**src/rtl/key_unlock_ctrl.sv**
```systemverilog
module key_unlock_ctrl #(
  parameter int ADDR_W = 4,
  parameter int FIELD_W = 4,
  parameter int LOCK_BIT = 7,
  parameter logic [31:0] KEY_A = 32'h4567_0123,
  parameter logic [31:0] KEY_B = 32'hCDEF_89AB,
  parameter logic [ADDR_W-1:0] A_CTRL = 'h0,
  parameter logic [ADDR_W-1:0] A_MAIN = 'h1,
  parameter logic [ADDR_W-1:0] A_FAST = 'h2,
  parameter logic [ADDR_W-1:0] A_BOOT = 'h3
) (
  input  logic              clk,
  input  logic              rst_n,
  input  logic              wr_en,
  input  logic              rd_en,
  input  logic [ADDR_W-1:0] addr,
  input  logic [31:0]       wdata,
  output logic [31:0]       rdata,
  output logic              bus_err,
  output logic              ctrl_locked,
  output logic              fast_locked,
  output logic              boot_locked,
  output logic              hard_locked,
  output logic [FIELD_W-1:0] ctrl_field
);
  localparam int NCH = 3;
  localparam logic [1:0] S_IDLE = 2'd0, S_HALF = 2'd1, S_OPEN = 2'd2;

  logic [1:0] st [NCH];
  logic [NCH-1:0] hit, bad, pend;
  logic hard, main_open, ctrl_hit, seq_err, lock_err;
  logic [FIELD_W-1:0] field;

  function automatic logic [ADDR_W-1:0] key_addr(input int i);
    case (i)
      0: key_addr = A_MAIN;
      1: key_addr = A_FAST;
      default: key_addr = A_BOOT;
    endcase
  endfunction

  assign main_open = (st[0] == S_OPEN);
  assign ctrl_hit  = wr_en && (addr == A_CTRL);

  always_comb begin
    for (int i = 0; i < NCH; i++) begin
      hit[i]  = wr_en && (addr == key_addr(i));
      pend[i] = (st[i] == S_HALF) && !hit[i];
      bad[i]  = hit[i] && (i == 0 || main_open) &&
                ((st[i] == S_OPEN) ||
                 (st[i] == S_IDLE && wdata != KEY_A) ||
                 (st[i] == S_HALF && wdata != KEY_B));
    end
  end

  assign seq_err  = wr_en && !hard && ((|pend) || (|bad));
  assign lock_err = wr_en && !hard && !seq_err && !main_open &&
                    (ctrl_hit || hit[1] || hit[2]);
  assign bus_err  = (hard && (wr_en || rd_en)) || seq_err || lock_err;

  always_ff @(posedge clk or negedge rst_n) begin
    if (!rst_n) begin
      hard  <= 1'b0;
      field <= '0;
      for (int i = 0; i < NCH; i++) st[i] <= S_IDLE;
    end else if (seq_err) begin
      hard <= 1'b1;
      for (int i = 0; i < NCH; i++) st[i] <= S_IDLE;
    end else if (wr_en && !hard && !lock_err) begin
      if (ctrl_hit) begin
        if (wdata[LOCK_BIT]) for (int i = 0; i < NCH; i++) st[i] <= S_IDLE;
        else field <= wdata[FIELD_W-1:0];
      end
      for (int i = 0; i < NCH; i++)
        if (hit[i]) st[i] <= (st[i] == S_IDLE) ? S_HALF : S_OPEN;
    end
  end

  always_comb begin
    rdata = '0;
    if (rd_en && !hard && addr == A_CTRL) begin
      rdata[FIELD_W-1:0] = field;
      rdata[LOCK_BIT]    = !main_open;
    end
  end

  assign ctrl_locked = !main_open;
  assign fast_locked = (st[1] != S_OPEN);
  assign boot_locked = (st[2] != S_OPEN);
  assign hard_locked = hard;
  assign ctrl_field  = field;


  hard_sticky_chk: assert property (@(posedge clk) disable iff (!rst_n)
    hard_locked |=> hard_locked);

  hard_after_err_chk: assert property (@(posedge clk) disable iff (!rst_n)
    $rose(hard_locked) |-> $past(bus_err && wr_en));

  sub_needs_main_chk: assert property (@(posedge clk) disable iff (!rst_n)
    (!fast_locked || !boot_locked) |-> !ctrl_locked);

  field_frozen_chk: assert property (@(posedge clk) disable iff (!rst_n)
    ctrl_locked |=> $stable(ctrl_field));

  err_needs_strobe_chk: assert property (@(posedge clk) disable iff (!rst_n)
    bus_err |-> (wr_en || rd_en));

  unlock_by_key_chk: assert property (@(posedge clk) disable iff (!rst_n)
    $fell(ctrl_locked) |-> $past(wr_en && addr == A_MAIN && wdata == KEY_B));
endmodule

```
**config.mk**
```make
export PLATFORM = sky130hd
export DESIGN_NAME = key_unlock_ctrl
export DESIGN_NICKNAME = d
export VERILOG_FILES = /design/src/rtl/key_unlock_ctrl.sv
export SDC_FILE = /design/constraint.sdc
export NUM_CORES = 1
export LEC_CHECK = 0
export BUFFER_PORTS_ARGS = -buffer_cell sky130_fd_sc_hd__buf_2
export CAP_MARGIN = 25
export CORE_UTILIZATION = 46
export DETAILED_ROUTE_END_ITERATION = 7
export GPL_ROUTABILITY_DRIVEN = 1
export PLACE_DENSITY = 0.87
export RECOVER_POWER = 100
export SLEW_MARGIN = 20
export SYNTH_ARGS = -nofsm -noshare
export SYNTH_HDL_FRONTEND = slang
export SYNTH_SLANG_ARGS = --single-unit
```
**constraint.sdc**
```tcl
create_clock -name clk -period 2.85 [get_ports clk]
set_input_delay 0.1425 -clock clk [delete_from_list [all_inputs] [get_ports clk]]
set_output_delay 0.1425 -clock clk [all_outputs]
set_load 0.1 [all_outputs]
```
==> results.py, run 1 <==
metrics = {
    "yosys": {
        "synthFlopType": "dfrtp_1",
        "ys_warn_count": 0,
        "netlist_instances": 149,
        "synth_seq_area_share_pct": 22.3,
        "synth_compound_area_share_pct": 17.6,
        "synth-xor-area-share_pct": 0,
        "synth_top_area_share_pct": 22.3,
        "synth_top_family_by_area": "simple AND/OR/NAND/NOR gates",
        "synth_top_area_cell": "dfrtp_1",
        "synthDistinctLibCells": 45,
        "syn_avg_cell_area_um2": 8.29,
        "synth-async-reset-ratio_pct": 100,
        "synthSimpleGateAreaFrac_pct": 36.1,
        "yosys-top-cells-area": "dfrtp_1, buf_4, nand3_1, mux2_1, nand2_1",
        "synth-seq-cells": 11,
        "yosys.area_share.adder_pct": 0,
        "synth_mux_area_share_pct": 3.65,
        "synth_edf_count": 0,
        "syn_area_um2": 1230,
    },
    "detailed_routing": {
        "drc_errors": 0,
        "drtPass1Iterations": 5,
        "drtIter0Drc": 51,
        "ant_nets": 0,
        "vias": 1306,
        "vias_per_cell": 5.58,
        "wl_per_cell_um": 13.1,
        "totalWireLength_um": 3080,
    },
    "sta": {
        "tightest_slew_ns": 1.18,
        "period_share_pct": 92.0,
        "final.min_clock_period_ns": 2.62,
        "fmax_mhz": 381,
        "slew_viol_final": 0,
        "hold_violations": 0,
        "rsz0062_at_grt": "false",
        "final.setup.tns_ns": 0,
        "fin_ws_ns": 0.227,
        "finalClockSkew_ns": 0.00358,
        "setup_viol": 0,
        "slew_headroom_pct": 21.9,
    },
    "placement": {
        "placed_cell_area_um2": 1410,
        "portBuffers": 53,
        "dp_hpwl_um": 2600,
        "gp_congestion": 1.04,
        "post-place-ws_ns": 0.393,
    },
    "final_layout": {
        "multi_input_area_um2": 796,
        "diodes": 0,
        "fillerInstances": 261,
        "layout-drive-gt1-share_pct": 25.0,
        "nNetsFinal": 245,
        "post-route-util_pct": 56.4,
        "final-seq-area_um2": 275,
        "area_growth_syn_to_layout_pct": 14.1,
        "fin_area_um2": 1410,
    },
    "hold_path": {
        "hold_depth": 2,
        "whs_endpoint": "ctrl_field[0]",
        "hp-class": "in -> reg",
        "hold_start": "wdata[0]",
    },
    "die": {
        "die_h_um": 53.8,
        "dieArea_um2": 2900,
        "die_x_um": 53.8,
        "placement_rows": 18,
        "core-area_um2": 2500,
        "pin_count": 81,
        "start_util_pct": 49.4,
    },
    "critical_path": {
        "r2r-start": "st[4]",
        "rr_endpoint": "ctrl_field[2]",
        "critPathKind": "reg -> out",
        "r2r_cells": 7,
        "crit_slowest_cell": "dfrtp_1",
        "cp_max_fo": 9,
        "cp-start-kind": "flop",
        "r2r_slack_ns": 0.42,
        "end_kind": "primary output",
        "crit_required_ns": 2.71,
        "cp_slowest_stage_delay_ns": 0.47,
        "crit_chain": "nand2b_2, nor3_4, nand3_1, o22a_2, nand3_2, o31a_1, buf_2",
        "cp.arrival_ns": 2.48,
    },
    "global_routing": {
        "antenna_found_initial": 0,
        "grt_pass1_wl_um": 4630,
        "grt_use_total_pct": 22.4,
        "gr-total-overflow": 0,
        "grt_pass1_vias": 1111,
        "grt_max_degree": 12,
    },
    "cts": {
        "cts_buffers": 3,
        "cts_tree": "built",
        "insertion_delay_ns": 0.27,
        "cts-root-buf": "clkbuf_4",
        "clk_pin_slew_ns": 0.08,
        "htreeDepth": 1,
        "cts.sinks": 11,
        "clk_path_buf_depth": 2,
    },
    "power_and_ir_drop": {
        "p_per_area_nw_per_um2": 459,
        "leakagePower_nw": 0.637,
        "vdd_ir_drop_max_uv": 389,
        "power_mw": 0.647,
    },
    "job": {
        "cap_violations": 0,
    },
    "outcome": {
        "status": "finished, final reports clean",
    },
}
[where the power goes]
| part | switching (mW) | internal (mW) | leakage [nW] |
|---|---|---|---|
| Clock | 0.0554 | 0.0519 | 0.0177 |
| Combinational | 0.260 | 0.0787 | 0.479 |
| Sequential | 0.0302 | 0.171 | 0.141 |
| Total | 0.345 | 0.302 | 0.637 |
[critical path: cells and delay by family, from the launching register on]
kind	cells	cell delay, ns
simple gates	4	0.88
compound gates	2	0.45
buf+inv	1	0.41
flops	1	0.47
[cell families (layout without fill, tap and decap cells)]
group | count (synthesis) | after routing
other | 1 | 27
and+or+nand+nor | 71 | 71
buffers and inverters | 33 | 62
muxes | 4 | 4
DFF | 11 | 11
AOI/OAI and AO/OA | 29 | 29
[layout make-up]
cell class	count	area share [%]
Sequential cell	11	19.5
Clock inverter	1	0.355
Multi-Input combinational cell	131	56.5
Tap cell	30	2.66
Timing Repair Buffer	55	18.6
Clock buffer	3	1.60
Inverter	3	0.799
[per-stage QoR]
step	std cells	hold slack, ns
after CTS	234	0.0997
after floorplan	175	-0.153
after global routing	234	0.0904
after global placement	229	0.0182
after detailed placement	229	0.0195
final	234	0.101
[registers in the layout, indices dropped and copies added (netlist names)]
signal and flops:
st 6, hard_locked 1, ctrl_field 4
[how the worst max path moves through the flow]
stage	startpoint	to	slack [ns]	cells after the start
floorplan	st[4]	bus_err	0.04	7
global placement	wdata[2]	bus_err	0.45	8
detailed placement	st[2]	bus_err	0.39	7
CTS	st[2]	bus_err	0.09	7
global route	st[2]	bus_err	0.10	7
finish	st[4]	bus_err	0.23	7
[cells in the mapped netlist, types with 2 or more instances]
master and count:
nor3_4 2, or2_2 3, nor4_1 3, buf_4 27, nor4bb_1 2, nor2_1 10
a21o_1 2, nand2b_1 5, nand3_1 10, buf_6 3, a211oi_1 3, dfrtp_1 11
nand4_1 3, a21oi_1 5, a32oi_1 4, nor2b_1 2, and4b_1 2, o31a_1 2
nand2_1 12, and2_1 5, o21ai_0 2, mux2_1 4, inv_1 3, o31ai_1 3
[cell usage in the layout, fill, tap and decap left out, types with 2 or more instances in the layout]
cell      count
o31a_1        2
inv_1         3
nor4bb_1      2
mux2_1        4
nand2b_1      5
nor3_4        2
a32oi_1       4
and4b_1       2
dfrtp_1      11
a21o_1        2
conb_1       27
o31ai_1       3
o21ai_0       2
a211oi_1      3
nand2_1      12
nor2b_1       2
buf_2        39
a21oi_1       5
or2_2         3
clkbuf_1     15
nand4_1       4
nand3_1      10
nor2_1       10
nor4_1        3
clkbuf_4      3
and2_1        5
[routing by layer]
metal | GRT usage (%) | wire length, um | up-vias
met1 | 26.1 | 1100 | 580
li1 | - | - | 610
met2 | 39.1 | 1510 | 106
met5 | 0 | 0 | -
met4 | 8.77 | 69 | 0
met3 | 5.08 | 399 | 10
[repair_timing]
item / in CTS / in global routing
endpoints found under the setup margin: 0 / 1
buffers inserted: 0 / 0
gates resized for setup: 0 / 1
hold buffers: 1 / 0
hold endpoints to repair: 11 / 0
Power figures use the tool's default switching activity.
==> inputs of run 2 (changes only) <==
PLACE_DENSITY = 0.95   (was 0.87)
==> run 2 against run 1 <==
Final area down 0.18%. Critical path type unchanged. Register-to-register slack got worse by 0.10 ns. Core utilization decreased by 0.10 points. Clock skew fell by 0.00067 ns. Die area did not move. Non-clock buffer count stayed put. Sequential share of layout area about the same.
==> results.py, run 2 (synthesized netlist as in run 1, its figures left out) <==
metrics = {
    "final_layout": {
        "multi_input_area_um2": 795,
        "layout-drive-gt1-share_pct": 24.0,
        "fillerInstances": 245,
        "area_growth_syn_to_layout_pct": 13.9,
        "final_common_cell": "buf_2",
        "final_cell_mix": "buf_2, conb_1, clkbuf_1",
        "nNetsFinal": 245,
        "final-seq-area_um2": 275,
        "largest_register_ff_count": 6,
        "regMostFlops": "st",
        "diodes": 0,
    },
    "hold_path": {
        "hp-class": "in -> reg",
    },
    "cts": {
        "clk_pin_slew_ns": 0.07,
        "insertion_delay_ns": 0.28,
        "post_cts_buffers": 0,
        "clk_path_buf_depth": 2,
        "cts_buffers": 3,
        "htreeDepth": 1,
        "cts-root-buf": "clkbuf_4",
        "cts.sinks": 11,
        "cts_tree": "built",
    },
    "detailed_routing": {
        "totalWireLength_um": 2920,
        "drc_errors": 0,
        "wl_per_cell_um": 12.5,
        "ant_nets": 0,
        "vias": 1252,
        "drtIter0Drc": 37,
        "drtPass1Iterations": 4,
        "vias_per_cell": 5.35,
    },
    "die": {
        "pin_count": 81,
        "die_h_um": 53.8,
        "dieArea_um2": 2900,
        "die_x_um": 53.8,
        "placement_rows": 18,
        "start_util_pct": 49.4,
        "core-area_um2": 2500,
    },
    "power_and_ir_drop": {
        "p_per_area_nw_per_um2": 463,
        "switchingPower_mw": 0.346,
        "p_sw_share_pct": 53.2,
        "power.share.clock_pct": 17.0,
        "vdd_ir_drop_max_uv": 333,
        "leakagePower_nw": 0.635,
        "p_int_mw": 0.305,
        "power_frac_comb_pct": 52.1,
        "power_frac_seq_pct": 30.9,
    },
    "sta": {
        "slew_viol_final": 0,
        "fmax_mhz": 373,
        "final.setup.tns_ns": 0,
        "period_share_pct": 94.0,
        "tightest_slew_ns": 1.19,
        "hold_violations": 0,
        "rsz0062_at_grt": "false",
        "finalClockSkew_ns": 0.00291,
        "final.min_clock_period_ns": 2.68,
        "slew_headroom_pct": 21.3,
        "fin_ws_ns": 0.170,
        "setup_viol": 0,
    },
    "global_routing": {
        "antenna_found_initial": 0,
        "gr-total-overflow": 0,
        "grt_use_total_pct": 22.5,
        "grt_pass1_wl_um": 4690,
        "grt_max_degree": 12,
        "grt_pass1_vias": 1023,
    },
    "placement": {
        "portBuffers": 53,
        "gp_congestion": 0.928,
        "post-place-ws_ns": 0.455,
        "dp_hpwl_um": 2370,
    },
    "critical_path": {
        "cp.arrival_ns": 2.54,
        "cp_num_buf_inv": 2,
        "cp_slowest_stage_delay_ns": 0.46,
        "critical_path.top_delay_family": "compound AO/OA/AOI/OAI gates",
        "crit_chain": "inv_1, or3_1, a211oi_1, o22a_1, nand3_2, o31a_1, clkbuf_2",
        "cp-start-kind": "flop",
        "critPathKind": "reg -> out",
        "cp_max_fo": 6,
        "crit_slowest_cell": "dfrtp_1",
        "crit_required_ns": 2.71,
        "end_kind": "primary output",
    },
    "job": {
        "cap_violations": 0,
    },
    "outcome": {
        "status": "finished, final reports clean",
    },
}
==> run 2: cell types whose count changed in the layout (fill, tap and decap cells not counted) <==
cell | before | now
buf_2 | 39 | 38
clkbuf_1 | 15 | 16
clkbuf_2 | 0 | 1
clkinv_2 | 1 | 0
o22a_1 | 0 | 1
o22a_2 | 1 | 0
==> run 2: repair_timing <==
action | CTS | global route
setup endpoints to repair | 0 | 0
gates resized for setup | 0 | 0
hold endpoints to repair | 11 | 0
hold buffers | 1 | 0
==> run 2: worst paths after layout <==
kind / from / end / slack [ns] / cells after the start
setup / recovery: st[2] / bus_err / 0.17 / 7
hold / removal: wdata[1] / ctrl_field[1] / 0.09 / 2
setup reg to reg: st[2] / ctrl_field[2] / 0.32 / 7
hold reg to reg: ctrl_field[0] / ctrl_field[0] / 0.50 / 1
max in group asynchronous: rst_n / ctrl_field[1] / 2.07 / 2
min in group asynchronous: rst_n / st[0] / 0.39 / 2
==> run 2: stage by stage <==
| step | utilization, % | hold slack, ns | cell area (um^2) | total power, mW | instances |
|---|---|---|---|---|---|
| after floorplan | - | -0.153 | 1330 | 0.508 | 175 |
| after global placement | 56.3 | 0.0193 | 1410 | 0.539 | 229 |
| after CTS | 57.7 | 0.0860 | 1440 | 0.656 | 234 |
| final | 56.3 | 0.0910 | 1410 | 0.651 | 234 |
| after detailed placement | 56.3 | 0.0267 | 1410 | 0.544 | 229 |
| after global routing | 56.3 | 0.113 | 1410 | 0.682 | 234 |
==> run 2: layout make-up <==
type	instances	area share (%)
multi-input combinational	131	56.5
sequential	11	19.6
timing repair buffer	55	18.6
tap	30	2.67
clock buffer	4	1.87
inverter	3	0.801
==> run 2: layer usage <==
layer | track usage (%) | vias up | routed length, um
li1 | - | 608 | -
met1 | 28.8 | 573 | 1130
met2 | 35.6 | 61 | 1510
met3 | 3.67 | 10 | 205
met4 | 12.7 | 0 | 80
met5 | 0 | - | 0
==> run 2: power groups by stage <==
stage | combinational (mW) | clock, mW | sequential (mW)
after floorplan | 0.315 | 0 | 0.193
after global placement | 0.337 | 0 | 0.202
after detailed placement | 0.341 | 0 | 0.202
after CTS | 0.343 | 0.114 | 0.200
after global routing | 0.360 | 0.119 | 0.203
final | 0.339 | 0.111 | 0.201
==> run 2: worst reg2reg max path, stage by stage, from the launching register on <==
cell      delay, ns
dfrtp_1        0.46
inv_1          0.16
or3_1          0.39
a211oi_1       0.23
o22a_1         0.22
clkbuf_1       0.30
nand4_1        0.28
mux2_1         0.38
